## src/rtl/csa_pkg.sv

```systemverilog
package csa_pkg;
  localparam int N_BLK  = 6;
  localparam int N_LOW  = 2;
  localparam int LOW_W  = 8;
  localparam int HIGH_W = 12;
  localparam int DATA_W = N_LOW * LOW_W + (N_BLK - N_LOW) * HIGH_W;

  // width of slice k
  function automatic int blk_w(input int k);
    return (k < N_LOW) ? LOW_W : HIGH_W;
  endfunction

  // lowest bit position of slice k (k == N_BLK gives DATA_W)
  function automatic int blk_lsb(input int k);
    return (k <= N_LOW) ? k * LOW_W : N_LOW * LOW_W + (k - N_LOW) * HIGH_W;
  endfunction
endpackage

```

## src/rtl/csa_prop_gen.sv

```systemverilog
module csa_prop_gen #(
  parameter int W = 64
) (
  input  logic [W-1:0] a_i,
  input  logic [W-1:0] b_i,
  output logic [W-1:0] p_o,
  output logic         par_o
);
  assign p_o   = a_i ^ b_i;
  assign par_o = ^p_o;
endmodule

```

## src/rtl/csa_ripple_blk.sv

```systemverilog
module csa_ripple_blk #(
  parameter int   W   = 8,
  parameter logic CIN = 1'b0
) (
  input  logic [W-1:0] a_i,
  input  logic [W-1:0] b_i,
  input  logic [W-1:0] p_i,
  output logic [W-1:0] sum_o,
  output logic [W-1:0] sum_n_o,
  output logic         carry_a_o,
  output logic         carry_b_o
);
  // two independent carry chains: chain A feeds the true rail,
  // chain B feeds the inverted rail
  always_comb begin
    logic ca;
    logic cb;
    ca = CIN;
    cb = CIN;
    for (int i = 0; i < W; i++) begin
      sum_o[i]   = p_i[i] ^ ca;
      sum_n_o[i] = ~(p_i[i] ^ cb);
      ca = (a_i[i] & b_i[i]) | (p_i[i] & ca);
      cb = (a_i[i] & b_i[i]) | (p_i[i] & cb);
    end
    carry_a_o = ca;
    carry_b_o = cb;
  end
endmodule

```

## src/rtl/csa_sel.sv

```systemverilog
module csa_sel #(
  parameter int W = 12
) (
  input  logic         sel_i,
  input  logic [W-1:0] s0_i,
  input  logic [W-1:0] sn0_i,
  input  logic         ca0_i,
  input  logic         cb0_i,
  input  logic [W-1:0] s1_i,
  input  logic [W-1:0] sn1_i,
  input  logic         ca1_i,
  input  logic         cb1_i,
  output logic [W-1:0] s_o,
  output logic [W-1:0] sn_o,
  output logic         ca_o,
  output logic         cb_o
);
  assign s_o  = sel_i ? s1_i  : s0_i;
  assign sn_o = sel_i ? sn1_i : sn0_i;
  assign ca_o = sel_i ? ca1_i : ca0_i;
  assign cb_o = sel_i ? cb1_i : cb0_i;
endmodule

```

## src/rtl/csa_adder.sv

```systemverilog
module csa_adder
  import csa_pkg::*;
(
  input  logic [DATA_W-1:0] a_i,
  input  logic [DATA_W-1:0] b_i,
  input  logic              pa_i,
  input  logic              pb_i,
  output logic [DATA_W-1:0] sum_o,
  output logic              cout_o,
  output logic              par_err_o,
  output logic              rail_err_o,
  output logic              err_o
);
  logic [DATA_W-1:0] prop;
  logic              prop_par;
  logic [DATA_W-1:0] sum_t;     // selected true rail
  logic [DATA_W-1:0] sum_n;     // selected inverted rail
  logic [N_BLK-1:0]  blk_carry;   // selected carry, copy A (drives muxes)
  logic [N_BLK-1:0]  blk_carry_b; // selected carry, copy B
  logic [N_BLK-1:0]  rail_bad;

  csa_prop_gen #(.W(DATA_W)) prop_i (
    .a_i(a_i), .b_i(b_i), .p_o(prop), .par_o(prop_par)
  );

  csa_ripple_blk #(.W(blk_w(0)), .CIN(1'b0)) blk0_i (
    .a_i(a_i[blk_w(0)-1:0]), .b_i(b_i[blk_w(0)-1:0]), .p_i(prop[blk_w(0)-1:0]),
    .sum_o(sum_t[blk_w(0)-1:0]), .sum_n_o(sum_n[blk_w(0)-1:0]),
    .carry_a_o(blk_carry[0]), .carry_b_o(blk_carry_b[0])
  );

  for (genvar k = 1; k < N_BLK; k++) begin : g_blk
    localparam int L = blk_lsb(k);
    localparam int W = blk_w(k);
    logic [W-1:0] s0, sn0, s1, sn1;
    logic         ca0, cb0, ca1, cb1;

    csa_ripple_blk #(.W(W), .CIN(1'b0)) c0_i (
      .a_i(a_i[L +: W]), .b_i(b_i[L +: W]), .p_i(prop[L +: W]),
      .sum_o(s0), .sum_n_o(sn0), .carry_a_o(ca0), .carry_b_o(cb0)
    );
    csa_ripple_blk #(.W(W), .CIN(1'b1)) c1_i (
      .a_i(a_i[L +: W]), .b_i(b_i[L +: W]), .p_i(prop[L +: W]),
      .sum_o(s1), .sum_n_o(sn1), .carry_a_o(ca1), .carry_b_o(cb1)
    );
    csa_sel #(.W(W)) sel_i (
      .sel_i(blk_carry[k-1]),
      .s0_i(s0), .sn0_i(sn0), .ca0_i(ca0), .cb0_i(cb0),
      .s1_i(s1), .sn1_i(sn1), .ca1_i(ca1), .cb1_i(cb1),
      .s_o(sum_t[L +: W]), .sn_o(sum_n[L +: W]),
      .ca_o(blk_carry[k]), .cb_o(blk_carry_b[k])
    );
  end

  // two-rail check per slice
  for (genvar k = 0; k < N_BLK; k++) begin : g_rail
    localparam int L = blk_lsb(k);
    localparam int W = blk_w(k);
    assign rail_bad[k] = ~(&(sum_t[L +: W] ^ sum_n[L +: W]))
                       | (blk_carry[k] ^ blk_carry_b[k]);
  end

  assign sum_o      = sum_t;
  assign cout_o     = blk_carry[N_BLK-1];
  assign par_err_o  = prop_par ^ pa_i ^ pb_i;
  assign rail_err_o = |rail_bad;
  assign err_o      = par_err_o | rail_err_o;
endmodule

```

## config.mk

```make
export PLATFORM = sky130hd
export DESIGN_NAME = csa_adder
export DESIGN_NICKNAME = d
export VERILOG_FILES = /design/src/rtl/csa_pkg.sv /design/src/rtl/csa_prop_gen.sv /design/src/rtl/csa_ripple_blk.sv /design/src/rtl/csa_sel.sv /design/src/rtl/csa_adder.sv
export SDC_FILE = /design/constraint.sdc
export NUM_CORES = 1
export LEC_CHECK = 0
export ABC_AREA = 1
export BUFFER_PORTS_ARGS = -buffer_cell sky130_fd_sc_hd__buf_2
export CORE_ASPECT_RATIO = 1.4
export CORE_MARGIN = 2
export CORE_UTILIZATION = 40
export DETAILED_ROUTE_END_ITERATION = 8
export PLACE_DENSITY_LB_ADDON = 0.12
export SETUP_SLACK_MARGIN = 0.2
export SYNTH_ARGS = -nofsm -noshare
export SYNTH_HDL_FRONTEND = slang
export SYNTH_SLANG_ARGS = --single-unit
```

## constraint.sdc

```tcl
create_clock -name vclk -period 15.9
set_clock_uncertainty 0.05 [all_clocks]
set_input_delay 4.77 -clock vclk [all_inputs]
set_output_delay 4.77 -clock vclk [all_outputs]
set_load 0.02 [all_outputs]
```

# Word level (Yosys, flattened, before mapping)
# Index checks and enable logic that the tools add are counted.
# word_totals
ff_bits	0
latch_bits	0
n_memories	0
in_bits	130
ramBits	0
rom_bits	0
# op_classes
muxes	15
n_shift	0
multipliers	0
add_sub_neg	0
bitwise	527
reduce_logical	8
n_eq_ne	0
order_cmp	0
n_div	0
# op_table
operator	n
$and 1x1->1	173
$not 1->1	121
$or 1x1->1	115
$xor 1x1->1	111
$mux 12	8
$reduce_xor 64->1	1
$xor 64x64->64	1
$reduce_and 12->1	4
$xor 12x12->12	4
$mux 8	2
$reduce_and 8->1	2
$xor 8x8->8	2
$reduce_or 6->1	1
$mux 1	5

# Depth between registers and ports, before layout
# logic_depth
word_depth	33
ltp_mapped	26
mapped_depth_nobuf	26

# Modules after synthesis
# A second synthesis with hierarchy kept.
# hier_totals
cells_unflattened	1920
hier_area_um2	9012.4
# by_module_without_submodules
module	area_each_um2	seq_area_each_um2	cells_each	instances
csa_prop_gen	2867.8	0.0	696	1
csa_sel (g_blk[2].sel_i ...)	372.9	0.0	84	4
csa_ripple_blk (g_blk[2].c1_i ...)	331.6	0.0	60	4
csa_ripple_blk (g_blk[2].c0_i ...)	329.1	0.0	60	4
csa_adder	1091.0	0.0	230	1
csa_ripple_blk (blk0_i ...)	219.0	0.0	40	2
csa_sel (g_blk[1].sel_i)	260.2	0.0	58	1
csa_ripple_blk (g_blk[1].c1_i)	221.5	0.0	40	1

# Worst setup path before layout
# Ideal clock, no wire load.
# synth_timing
path_type	in2out
startpoint	input port a_i[16]
endpoint	output port sum_o[63]
path_buffers	0
t_arrival_ns	9.958
stages	22
path_slack_ns	1.122
cell_sequence	ha_1 fa_1 fa_1 fa_1 fa_1 fa_1 fa_1 fa_1 fa_1 fa_1 fa_1 inv_1 nand3_1 nand3_2 nand2_2 nand2_2 nand3_2 nand2_2 nand2_2 nand3_2 nand2_4 o21ai_0
# synth_via
elab_chain_cells	28
word_cells_on_any_way	51
# synth_rtl
element	line	rtl
start: declaration	csa_adder.sv:4	input logic [DATA_W-1:0] a_i,
$and 1x1->1 / $xor 64x64->64 (equally long branches)	csa_ripple_blk.sv:23, csa_prop_gen.sv:9	
$or 1x1->1	csa_ripple_blk.sv:23	ca = (a_i[i] & b_i[i]) | (p_i[i] & ca);
$and 1x1->1	csa_ripple_blk.sv:23	
$or 1x1->1	csa_ripple_blk.sv:23	
$and 1x1->1	csa_ripple_blk.sv:23	
$or 1x1->1	csa_ripple_blk.sv:23	
$and 1x1->1	csa_ripple_blk.sv:23	
$or 1x1->1	csa_ripple_blk.sv:23	
(+10 left out)	-	
$and 1x1->1	csa_ripple_blk.sv:23	
$or 1x1->1	csa_ripple_blk.sv:23	
$and 1x1->1	csa_ripple_blk.sv:23	
$or 1x1->1	csa_ripple_blk.sv:23	
$and 1x1->1	csa_ripple_blk.sv:23	
$or 1x1->1	csa_ripple_blk.sv:23	
$mux 1 * (3 in a row)	csa_sel.sv:20	assign ca_o = sel_i ? ca1_i : ca0_i;
$mux 12 *	csa_sel.sv:18	assign s_o = sel_i ? s1_i : s0_i;
end: declaration	csa_adder.sv:8	output logic [DATA_W-1:0] sum_o,
# Mark *: on every way between the ends. The rest lies on a longest branch, timed or not.

# Worst setup path after layout
# layout_timing
startpoint	input port a_i[16]
endpoint	output port sum_o[54]
# Same word-level chain as after synthesis.

==> parameters.txt <==
Parameter                              Value

Outcome
  Status    finished clean

Logic synthesis
  Synth top area cells    sky130_fd_sc_hd__fa_1 44%, sky130_fd_sc_hd__ha_1 19%, sky130_fd_sc_hd__xnor2_1 9.2%
  Post-synth design cell area    4480 sq um
  Post-synthesis net count    722
  Yosys warns    0
  Avg Synthesized Cell Area    10.6 sq um
  Post-Synthesis Cells    424
  Portion of synthesized cell area occupied by the leading cell type    44.2%
  Most frequently used cell type in the post-synthesis netlist    sky130_fd_sc_hd__fa_1
  Dominant cell type by area after synthesis    sky130_fd_sc_hd__fa_1
  Netlist cell types    22
  Sequential fraction of the synthesis area    0%
  Top cells by instance count after synthesis    99 x sky130_fd_sc_hd__fa_1, 69 x sky130_fd_sc_hd__ha_1, 69 x sky130_fd_sc_hd__nand2_1, 50 x sky130_fd_sc_hd__inv_1, 47 x sky130_fd_sc_hd__xnor2_1

Drt
  DR vias/cell    4.51
  TritonRoute pass-1 iters    4
  Wirelength, routed    9430 microns
  # DRC    0
  Post-route ant nets    0
  Routed length per instance    12.5 microns
  Starting DRT DRC Count    26
  Number of vias after detailed routing    3,410

Hold path
  Hold wc startpoint    b_i[0]
  Hold crit path type    in2out

Critical path
  Type of the worst setup path    in2out
  Critical Path Fanout Max    16
  Critical path data required time    11,080 ps
  Cell repeated most along the worst path    sky130_fd_sc_hd__fa_1
  Nature of the critical path endpoint    output pin
  Worst-path cell with the longest stage delay    sky130_fd_sc_hd__fa_1
  Slowest Stage Delay on Critical Path    410 ps
  Launch point of the worst path    a_i[16]
  Worst Path Arrival    10,440 ps
  Startpoint class of the critical path    input pin

Timing
  RSZ-0062 raised after global routing    false
  Max-slew violation total from the final report    0
  Final setup vio count    0
  Final-report hold violation count    0
  Fmax    65.5 MHz
  Final setup TNS    0 ps
  Time the final worst path needs with I/O delays and setup    15,260 ps
  Final clock period utilization by the worst path    96.0%

Finish
  Layout Nets    915
  Inserted Diodes    0
  Final-layout clock buffer total    0
  Number of filler instances in the final layout    1,041
  Layout cell share with drive strength beyond 1    38.7%
  Flip-flop and latch count    0
  Register cell area after layout    0 sq um
  Layout Area Growth over Synthesis    25.0%
  Area of the multi-input gates    4230 sq um

Floorplan
  Placement row count    45
  Number of top-level pins    198
  Overall die area    12,100 sq um
  DIE HEIGHT    129 microns
  Die Wd    93.4 microns
  Core area    10,900 sq um
  Initial core utilization    41.2%

Global routing
  Total congestion overflow    0
  First-pass GRT wire length    15,800 microns
  GR Util All Layers    15.7%
  Largest net degree at the start of global routing    17
  Vias in the first global route    3,731
  Initial antenna violation count    0

Power and ir drop
  Cell area power density    72.3 nW/um^2
  Sequential power share    0%
  Maximum VDD drop    0.119 mV
  Part of the total power dissipated in combinational logic    100.0%
  Fraction of power spent switching nets    59.5%
  Overall power of the completed layout    405 uW
  Cell internal power dissipation    164 uW
  Leak pwr    2.89 nW
  Net switching power    241 uW
  Clk pwr share    0%

Place
  Gp weighted congestion    0.781
  IO Port Bufs    197
  Dpl hpwl    9080 microns

Run
  Max capacitance violation total    0

Clock tree
  Post-CTS Repair Setup Buffers    0
  Number of buffers inserted by hold repair at cts    0
==> kinds of logic after synthesis <==
group                    share of synthesized area, %
adder cells (fa/ha/maj)                          63.5
XOR/XNOR                                         13.7
AO/OA/AOI/OAI                                   0.531
AND/OR/NAND/NOR                                  9.27
buffers and inverters                            5.61
other                                          0.0837
multiplexers                                     7.29
==> placed cells by master (no fill, tap or decap) <==
master	count
sky130_fd_sc_hd__inv_4	1
sky130_fd_sc_hd__nand2_4	2
sky130_fd_sc_hd__nand3_1	11
sky130_fd_sc_hd__inv_2	1
sky130_fd_sc_hd__nand2_2	6
sky130_fd_sc_hd__o21ai_2	1
sky130_fd_sc_hd__conb_1	1
sky130_fd_sc_hd__ha_1	69
sky130_fd_sc_hd__nand3_2	4
sky130_fd_sc_hd__inv_1	50
sky130_fd_sc_hd__buf_2	197
sky130_fd_sc_hd__mux2_2	24
sky130_fd_sc_hd__o21ai_0	3
sky130_fd_sc_hd__nand2_1	69
sky130_fd_sc_hd__fa_1	99
sky130_fd_sc_hd__xor2_1	23
sky130_fd_sc_hd__xnor2_1	47
sky130_fd_sc_hd__or2_2	1
sky130_fd_sc_hd__mux2_1	5
sky130_fd_sc_hd__buf_4	1
==> power by group through the flow <==
| stage | clock (mW) | sequential, mW | combinational [mW] |
|---|---|---|---|
| global placement | 0 | 0 | 0.404 |
| floorplan | 0 | 0 | 0.296 |
| CTS | 0 | 0 | 0.414 |
| finish | 0 | 0 | 0.405 |
| detailed placement | 0 | 0 | 0.411 |
| global route | 0 | 0 | 0.458 |
==> worst max-delay path: cells and delay by family <==
family	cells	cell delay (ps)
adder cells (fa/ha/maj)	11	4160
buffers and inverters	4	450
AND/OR/NAND/NOR	10	1070
==> path summary, 6_finish.rpt <==
kind                        end  depth (start not counted)
worst max-delay path  sum_o[54]                         25
worst min-delay path   sum_o[0]                          3
==> metrics by stage <==
step | utilization (%) | instances | hold slack (ps) | instance area, sq um | setup slack, ps
global placement | 51.5 | 756 | 9870 | 5600 | 574
detailed placement | 51.5 | 756 | 9880 | 5600 | 498
finish | 51.5 | 756 | 9880 | 5600 | 638
floorplan | - | 424 | 9720 | 4480 | 1120
CTS | 51.5 | 756 | 9880 | 5600 | 498
global route | 51.5 | 756 | 9900 | 5600 | 316
==> area by class of cell <==
cell class,instances,area share (%)
Timing Repair Buffer,198,17.7
Multi-Input combinational cell,365,75.6
Tap cell,141,3.15
Inverter,52,3.53
==> repair_timing <==
item / 4_1_cts / 5_1_grt
endpoints found under the setup margin: 0 / 1
hold endpoints to repair: 0 / 0
gates resized for setup: 0 / 1
==> layer usage <==
metal,vias to the layer above,GRT usage (%),wire length (microns),part of all wire [%]
met5,-,0,0,0
met4,0,0.692,51,0.54
met3,4,1.98,680,7.2
met2,113,33.3,5480,58
met1,1631,17.0,3210,34
li1,1662,-,-,-
No activity file was read; power rests on OpenSTA's default activity.
